`src/rtl/pt_walk_pkg.sv`:
```
// Shared types for the page table walker.
// Assumes: nothing beyond IEEE 1800-2017.
package pt_walk_pkg;

    // Walk sequencing states: a request phase and a wait phase for each directory level.
    typedef enum logic [2:0] {
        ST_IDLE    = 3'd0,
        ST_REQ_L1  = 3'd1,
        ST_WAIT_L1 = 3'd2,
        ST_REQ_L2  = 3'd3,
        ST_WAIT_L2 = 3'd4
    } walk_st_e;

endpackage

```
`src/rtl/pt_walk_ctl.sv`:
```
// Walk sequencer. It steps through two directory reads, with one request
// outstanding at a time, and reports the end of a walk.
// Assumes: exactly one response per accepted request; rsp_valid is a pulse.
module pt_walk_ctl
    import pt_walk_pkg::*;
(
    input  logic     clk,
    input  logic     rst_n,
    input  logic     start_i,
    input  logic     req_ready_i,
    input  logic     rsp_valid_i,
    input  logic     entry_zero_i,
    output logic     idle_o,
    output logic     req_valid_o,
    output logic     level2_o,
    output logic     load_o,
    output logic     take_base_o,
    output logic     finish_ok_o,
    output logic     finish_fail_o
);

    walk_st_e st_q, st_d;

    // Next-state selection for the walk sequence.
    always_comb begin
        st_d = st_q;
        unique case (st_q)
            ST_IDLE:    if (start_i) st_d = ST_REQ_L1;
            ST_REQ_L1:  if (req_ready_i) st_d = ST_WAIT_L1;
            ST_WAIT_L1: if (rsp_valid_i) st_d = entry_zero_i ? ST_IDLE : ST_REQ_L2;
            ST_REQ_L2:  if (req_ready_i) st_d = ST_WAIT_L2;
            ST_WAIT_L2: if (rsp_valid_i) st_d = ST_IDLE;
            default:    st_d = ST_IDLE;
        endcase
    end

    // State register with synchronous active-low reset.
    always_ff @(posedge clk) begin
        if (!rst_n) st_q <= ST_IDLE;
        else        st_q <= st_d;
    end

    // Decoded strobes that tell the datapath when to capture its values.
    always_comb begin
        idle_o        = (st_q == ST_IDLE);
        req_valid_o   = (st_q == ST_REQ_L1) || (st_q == ST_REQ_L2);
        level2_o      = (st_q == ST_REQ_L2) || (st_q == ST_WAIT_L2);
        load_o        = idle_o && start_i;
        take_base_o   = (st_q == ST_WAIT_L1) && rsp_valid_i && !entry_zero_i;
        finish_ok_o   = (st_q == ST_WAIT_L2) && rsp_valid_i && !entry_zero_i;
        finish_fail_o = ((st_q == ST_WAIT_L1) || (st_q == ST_WAIT_L2))
                        && rsp_valid_i && entry_zero_i;
    end

endmodule

```
`src/rtl/pt_walk_agen.sv`:
```
// Address generator. It forms the directory read addresses, the next-level
// base taken from a compressed entry, and the leaf entry pointer.
// Assumes: index fields already extracted; purely combinational.
module pt_walk_agen #(
    parameter int PA_W   = 64,
    parameter int ENT_W  = 32,
    parameter int L1_W   = 11,
    parameter int L2_W   = 11,
    parameter int L3_W   = 10,
    parameter int EXPAND = 11
) (
    input  logic [PA_W-1:0]  root_i,
    input  logic [PA_W-1:0]  base_i,
    input  logic             level2_i,
    input  logic [L1_W-1:0]  idx1_i,
    input  logic [L2_W-1:0]  idx2_i,
    input  logic [L3_W-1:0]  idx3_i,
    input  logic [ENT_W-1:0] entry_i,
    output logic [PA_W-1:0]  req_addr_o,
    output logic [PA_W-1:0]  next_base_o,
    output logic [PA_W-1:0]  leaf_ptr_o
);

    localparam int DIR_SCALE  = $clog2(ENT_W / 8);
    localparam int LEAF_SCALE = 3;

    logic [PA_W-1:0] dir_off, leaf_off, ent_base;

    // Offsets scaled by entry size and the widened entry base.
    always_comb begin
        dir_off  = level2_i ? ({{(PA_W-L2_W){1'b0}}, idx2_i} << DIR_SCALE)
                            : ({{(PA_W-L1_W){1'b0}}, idx1_i} << DIR_SCALE);
        leaf_off = {{(PA_W-L3_W){1'b0}}, idx3_i} << LEAF_SCALE;
        ent_base = {{(PA_W-ENT_W){1'b0}}, entry_i} << EXPAND;
    end

    // Final address sums.
    always_comb begin
        req_addr_o  = (level2_i ? base_i : root_i) + dir_off;
        next_base_o = ent_base;
        leaf_ptr_o  = ent_base + leaf_off;
    end

endmodule

```
`src/rtl/pt_walker.sv`:
```
// Top of the page table walker. It latches the virtual address and root on
// start, runs two directory reads and returns the leaf entry address or a
// failure, together with a done pulse.
// Assumes: memory returns one response per accepted request.
module pt_walker #(
    parameter int VA_W   = 64,
    parameter int PA_W   = 64,
    parameter int ENT_W  = 32,
    parameter int OFS_W  = 13,
    parameter int L1_W   = 11,
    parameter int L2_W   = 11,
    parameter int L3_W   = 10,
    parameter int EXPAND = 11
) (
    input  logic             clk,
    input  logic             rst_n,
    input  logic             start_i,
    input  logic [VA_W-1:0]  vaddr_i,
    input  logic [PA_W-1:0]  root_i,
    output logic             idle_o,
    output logic [VA_W-1:0]  walk_va_o,
    output logic             mem_req_valid_o,
    input  logic             mem_req_ready_i,
    output logic [PA_W-1:0]  mem_req_addr_o,
    input  logic             mem_rsp_valid_i,
    input  logic [ENT_W-1:0] mem_rsp_data_i,
    output logic             done_o,
    output logic             fail_o,
    output logic [PA_W-1:0]  leaf_ptr_o
);

    localparam int L3_LO = OFS_W;
    localparam int L2_LO = L3_LO + L3_W;
    localparam int L1_LO = L2_LO + L2_W;

    logic [VA_W-1:0] va_q;
    logic [PA_W-1:0] root_q, base_q, ptr_q, next_base, leaf_ptr;
    logic            done_q, fail_q;
    logic            level2, load, take_base, fin_ok, fin_fail, entry_zero;

    assign entry_zero = (mem_rsp_data_i == '0);

    pt_walk_ctl u_ctl (
        .clk           (clk),
        .rst_n         (rst_n),
        .start_i       (start_i),
        .req_ready_i   (mem_req_ready_i),
        .rsp_valid_i   (mem_rsp_valid_i),
        .entry_zero_i  (entry_zero),
        .idle_o        (idle_o),
        .req_valid_o   (mem_req_valid_o),
        .level2_o      (level2),
        .load_o        (load),
        .take_base_o   (take_base),
        .finish_ok_o   (fin_ok),
        .finish_fail_o (fin_fail)
    );

    pt_walk_agen #(
        .PA_W   (PA_W),
        .ENT_W  (ENT_W),
        .L1_W   (L1_W),
        .L2_W   (L2_W),
        .L3_W   (L3_W),
        .EXPAND (EXPAND)
    ) u_agen (
        .root_i      (root_q),
        .base_i      (base_q),
        .level2_i    (level2),
        .idx1_i      (va_q[L1_LO +: L1_W]),
        .idx2_i      (va_q[L2_LO +: L2_W]),
        .idx3_i      (va_q[L3_LO +: L3_W]),
        .entry_i     (mem_rsp_data_i),
        .req_addr_o  (mem_req_addr_o),
        .next_base_o (next_base),
        .leaf_ptr_o  (leaf_ptr)
    );

    // Walk context: the address and root captured on an accepted start.
    always_ff @(posedge clk) begin
        if (!rst_n) begin
            va_q   <= '0;
            root_q <= '0;
        end else if (load) begin
            va_q   <= vaddr_i;
            root_q <= root_i;
        end
    end

    // Second-level base taken from a nonzero first-level entry.
    always_ff @(posedge clk) begin
        if (!rst_n)         base_q <= '0;
        else if (take_base) base_q <= next_base;
    end

    // Result registers: done and fail pulses, plus the held leaf pointer.
    always_ff @(posedge clk) begin
        if (!rst_n) begin
            done_q <= 1'b0;
            fail_q <= 1'b0;
            ptr_q  <= '0;
        end else begin
            done_q <= fin_ok || fin_fail;
            fail_q <= fin_fail;
            if (fin_ok)        ptr_q <= leaf_ptr;
            else if (fin_fail) ptr_q <= '0;
        end
    end

    assign walk_va_o  = va_q;
    assign done_o     = done_q;
    assign fail_o     = fail_q;
    assign leaf_ptr_o = ptr_q;

endmodule

```
`config.mk`:
```
export PLATFORM = sky130hd
export DESIGN_NAME = pt_walker
export DESIGN_NICKNAME = d
export VERILOG_FILES = /design/src/rtl/pt_walk_pkg.sv /design/src/rtl/pt_walk_ctl.sv /design/src/rtl/pt_walk_agen.sv /design/src/rtl/pt_walker.sv
export SDC_FILE = /design/constraint.sdc
export NUM_CORES = 1
export LEC_CHECK = 0
export BUFFER_PORTS_ARGS = -buffer_cell sky130_fd_sc_hd__buf_2
export CAP_MARGIN = 10
export CELL_PAD_IN_SITES_DETAIL_PLACEMENT = 1
export CELL_PAD_IN_SITES_GLOBAL_PLACEMENT = 2
export CORE_MARGIN = 2
export CORE_UTILIZATION = 28
export CTS_CLUSTER_DIAMETER = 30
export DETAILED_ROUTE_END_ITERATION = 8
export PLACE_DENSITY_LB_ADDON = 0.25
export SLEW_MARGIN = 20
export SYNTH_ARGS = -nofsm -noshare
export SYNTH_HDL_FRONTEND = slang
export SYNTH_SLANG_ARGS = --single-unit
```
`constraint.sdc`:
```
create_clock -name clk -period 4.8 [get_ports clk]
set_clock_uncertainty 0.15 [all_clocks]
set_input_delay 0.24 -clock clk [delete_from_list [all_inputs] [get_ports clk]]
set_output_delay 0.24 -clock clk [all_outputs]
set_load 0.005 [all_outputs]
```
==> reports/results.ini <==
[global_route]
overflow = 0
track_usage_pct = 22.00
grt_pass1_vias = 12820
grt_pass1_wl_mm = 71.59
grt_max_degree = 74
antenna_found_initial = 2

[sta]
fmax_mhz = 217.8
setup_ws_ns = 0.2091
relSlewSlack_pct = 36.91
finalSetupViolations = 0
worst_pin_slew_ns = 0.9364
finalCriticalPeriod_ns = 4.591
maxSlewViolCount = 0
hold_viol_final = 0
period_share_pct = 95.64

[clock_network]
h-tree-depth = 2
clk_latency_ns = 0.60
cts.path.max_buffers = 3
cts_tree = done
cts.sinks = 206
clk_pin_slew_worst_paths_ns = 0.04
root_buffer = clkbuf_16
cts_buffers = 61

[detailed_routing]
vias = 11958
drc_errors = 0
drt_iter0_markers = 527
ant_nets = 0
via_per_inst = 4.770
first_pass_iters = 5
wl_per_cell_um = 18.26
drt_wl_total_mm = 45.77

[logic_synthesis]
synthCells = 1408
synth_mux_area_share_pct = 2.920
synthArstFlopShare_pct = 0
synth_ff_type = dfxtp_1
synth_compound_area_share_pct = 18.96
ys_ff_latch = 206
synth-xor-area-share_pct = 7.447
yosys_warnings = 0
synth_fa_ha_area_share_pct = 1.833
synth_edf_count = 0
yosys.area_share.simple_pct = 26.57
syn_avg_cell_area_um2 = 7.852
synthDistinctLibCells = 64
ys_seq_area_share_pct = 37.30
syn_area_um2 = 11060
synth_top_family_by_area = simple AND/OR/NAND/NOR gates

[finish]
final_area_um2 = 17390
layout_common_cells = nand2_1, buf_2, dfxtp_1
layout-drive-gt1-share_pct = 25.24
final_nets = 2122
fill_cells = 4661
syn2layout_area_growth_pct = 57.28
final_common_cell = nand2_1
diodes = 0

[setup_path]
cp_top_family = simple AND/OR/NAND/NOR gates
crit_top_cell = nand2_1
max_stage_delay_ns = 0.44
critPathLaunchType = flop
path_buf_inv = 3
worstPathArrival_ns = 4.20
cp_max_fo = 11
worstPathCellList = buf_4 > or3b_1 > nand2_4 > nand2_1 > nand2_1 > ha_1 > inv_1 > fa_1 > nor2b_2 > o2111ai_1 > a31oi_2 > o211ai_2 > or3_4 > nor3_1 > xnor2_1 > buf_2
crit_slowest_cell = or3_4
critical_path_class = reg2out
crit_required_ns = 4.41
endpoint_kind = primary output

[placement]
place_ws_ns = 0.5109
port_buffers = 337
hpwl_mm = 31.94
place_area_um2 = 13140
place_congestion = 0.8453

[floorplan]
pin_count = 361
dieWidth_um = 202.7
start_util_pct = 28.47
core_area_um2 = 38830
dieArea_um2 = 41090
die_y_um = 202.7
rows = 72

[worst_hold_path]
hold_path_class = in2reg

[power]
power.leakage_uw = 0.007587
p_total_uw = 7223
irDropWorstVdd_mv = 0.2658
power_density_nw_per_um2 = 415.4

[run]
drv_cap = 0

[outcome]
status = completed

## tightest hold or removal path, stage by stage
cell and delay, ns:
buf_4 0.24, nand2_1 0.19, nor4_1 0.07
## layout make-up
cell class                      instances  area (um2)  share of cell area [%]
Inverter                               10       37.54                  0.2159
Sequential cell                       206        4126                   23.73
Tap cell                              518       648.1                   3.727
Clock inverter                         32       422.9                   2.432
Timing Repair Buffer                  558        3867                   22.24
Multi-Input combinational cell       1105        6594                   37.92
Clock buffer                           78        1692                   9.729
## metrics by stage
| step | setup TNS [ns] | utilization [%] | hold WS [ns] | cells |
|---|---|---|---|---|
| final | 0 | 44.78 | 0.05463 | 2507 |
| after global routing | -0.01687 | 44.78 | 0.08313 | 2507 |
| after CTS | 0 | 44.43 | 0.02999 | 2499 |
| after detailed placement | 0 | 33.83 | 0.2956 | 2190 |
| after floorplan | 0 | - | 0.2248 | 1430 |
| after global placement | 0 | 33.78 | 0.2940 | 2189 |
## cell usage after synthesis (5+ instances only)
library cell	instances	area [um2]
a22o_1	37	324.1
clkbuf_1	73	274.0
buf_2	10	50.05
nor2_1	52	195.2
o21ai_0	18	90.09
xor2_1	32	280.3
nor4_1	20	125.1
inv_1	10	37.54
buf_4	23	172.7
o21a_1	7	52.55
a21oi_1	18	90.09
and4_1	5	43.79
a31oi_1	6	37.54
ha_1	13	162.7
and2_1	9	56.30
nor3_1	25	125.1
nor2b_1	8	50.05
and3_1	30	187.7
or3_1	7	43.79
a21boi_1	5	37.54
mux2i_1	30	300.3
nand2b_1	5	31.28
a21boi_0	157	1179
dfxtp_1	206	4124
xnor2_1	62	543.0
nand4_1	30	187.7
nand2_1	420	1577
nand3_1	29	145.1
## registers in the layout, indices dropped and copies added, names as in the netlist
signal and flops:
root_q 64, leaf_ptr_o 41, walk_va_o 64, base_q 32, done_o 1, u_ctl.st_q 3, fail_o 1
## metal layers
metal / global-route usage (%) / part of all wire (%) / vias up
met1: 30.10 / 48 / 5739
met3: 4.366 / 4.9 / 74
met2: 34.53 / 44 / 291
met4: 7.456 / 2.7 / 4
li1: - / - / 5850
met5: 0 / 0.052 / -
## kinds of logic (layout without fill, tap and decap cells)
family | after synthesis | count (layout)
buf+inv | 119 | 678
compound gates | 281 | 281
mux | 32 | 32
fa+ha+maj | 15 | 15
simple gates | 660 | 660
xor+xnor | 94 | 94
flops | 206 | 206
other cells | 1 | 23
## power breakdown
| part | switching [uW] | internal [uW] |
|---|---|---|
| Clock | 1220 | 2840 |
| Sequential | 156 | 1860 |
| Combinational | 639 | 510 |
## path summary, 6_finish.rpt
path / to / startpoint / slack [ns] / cells after the start
max: mem_req_addr_o[52] / u_ctl.st_q[2] / 0.21 / 16
min: fail_o / rst_n / 0.05 / 3
max reg2reg: walk_va_o[52] / u_ctl.st_q[2] / 1.50 / 7
min reg2reg: walk_va_o[62] / walk_va_o[62] / 0.31 / 2
## repair_timing
action,4_1_cts,5_1_grt
resized for setup,3,15
buffers inserted,3,8
pin swaps,2,4
hold buffers,196,0
endpoints found under the hold margin,195,0
setup endpoints to repair,16,27
No activity file was read; power rests on OpenSTA's default activity.
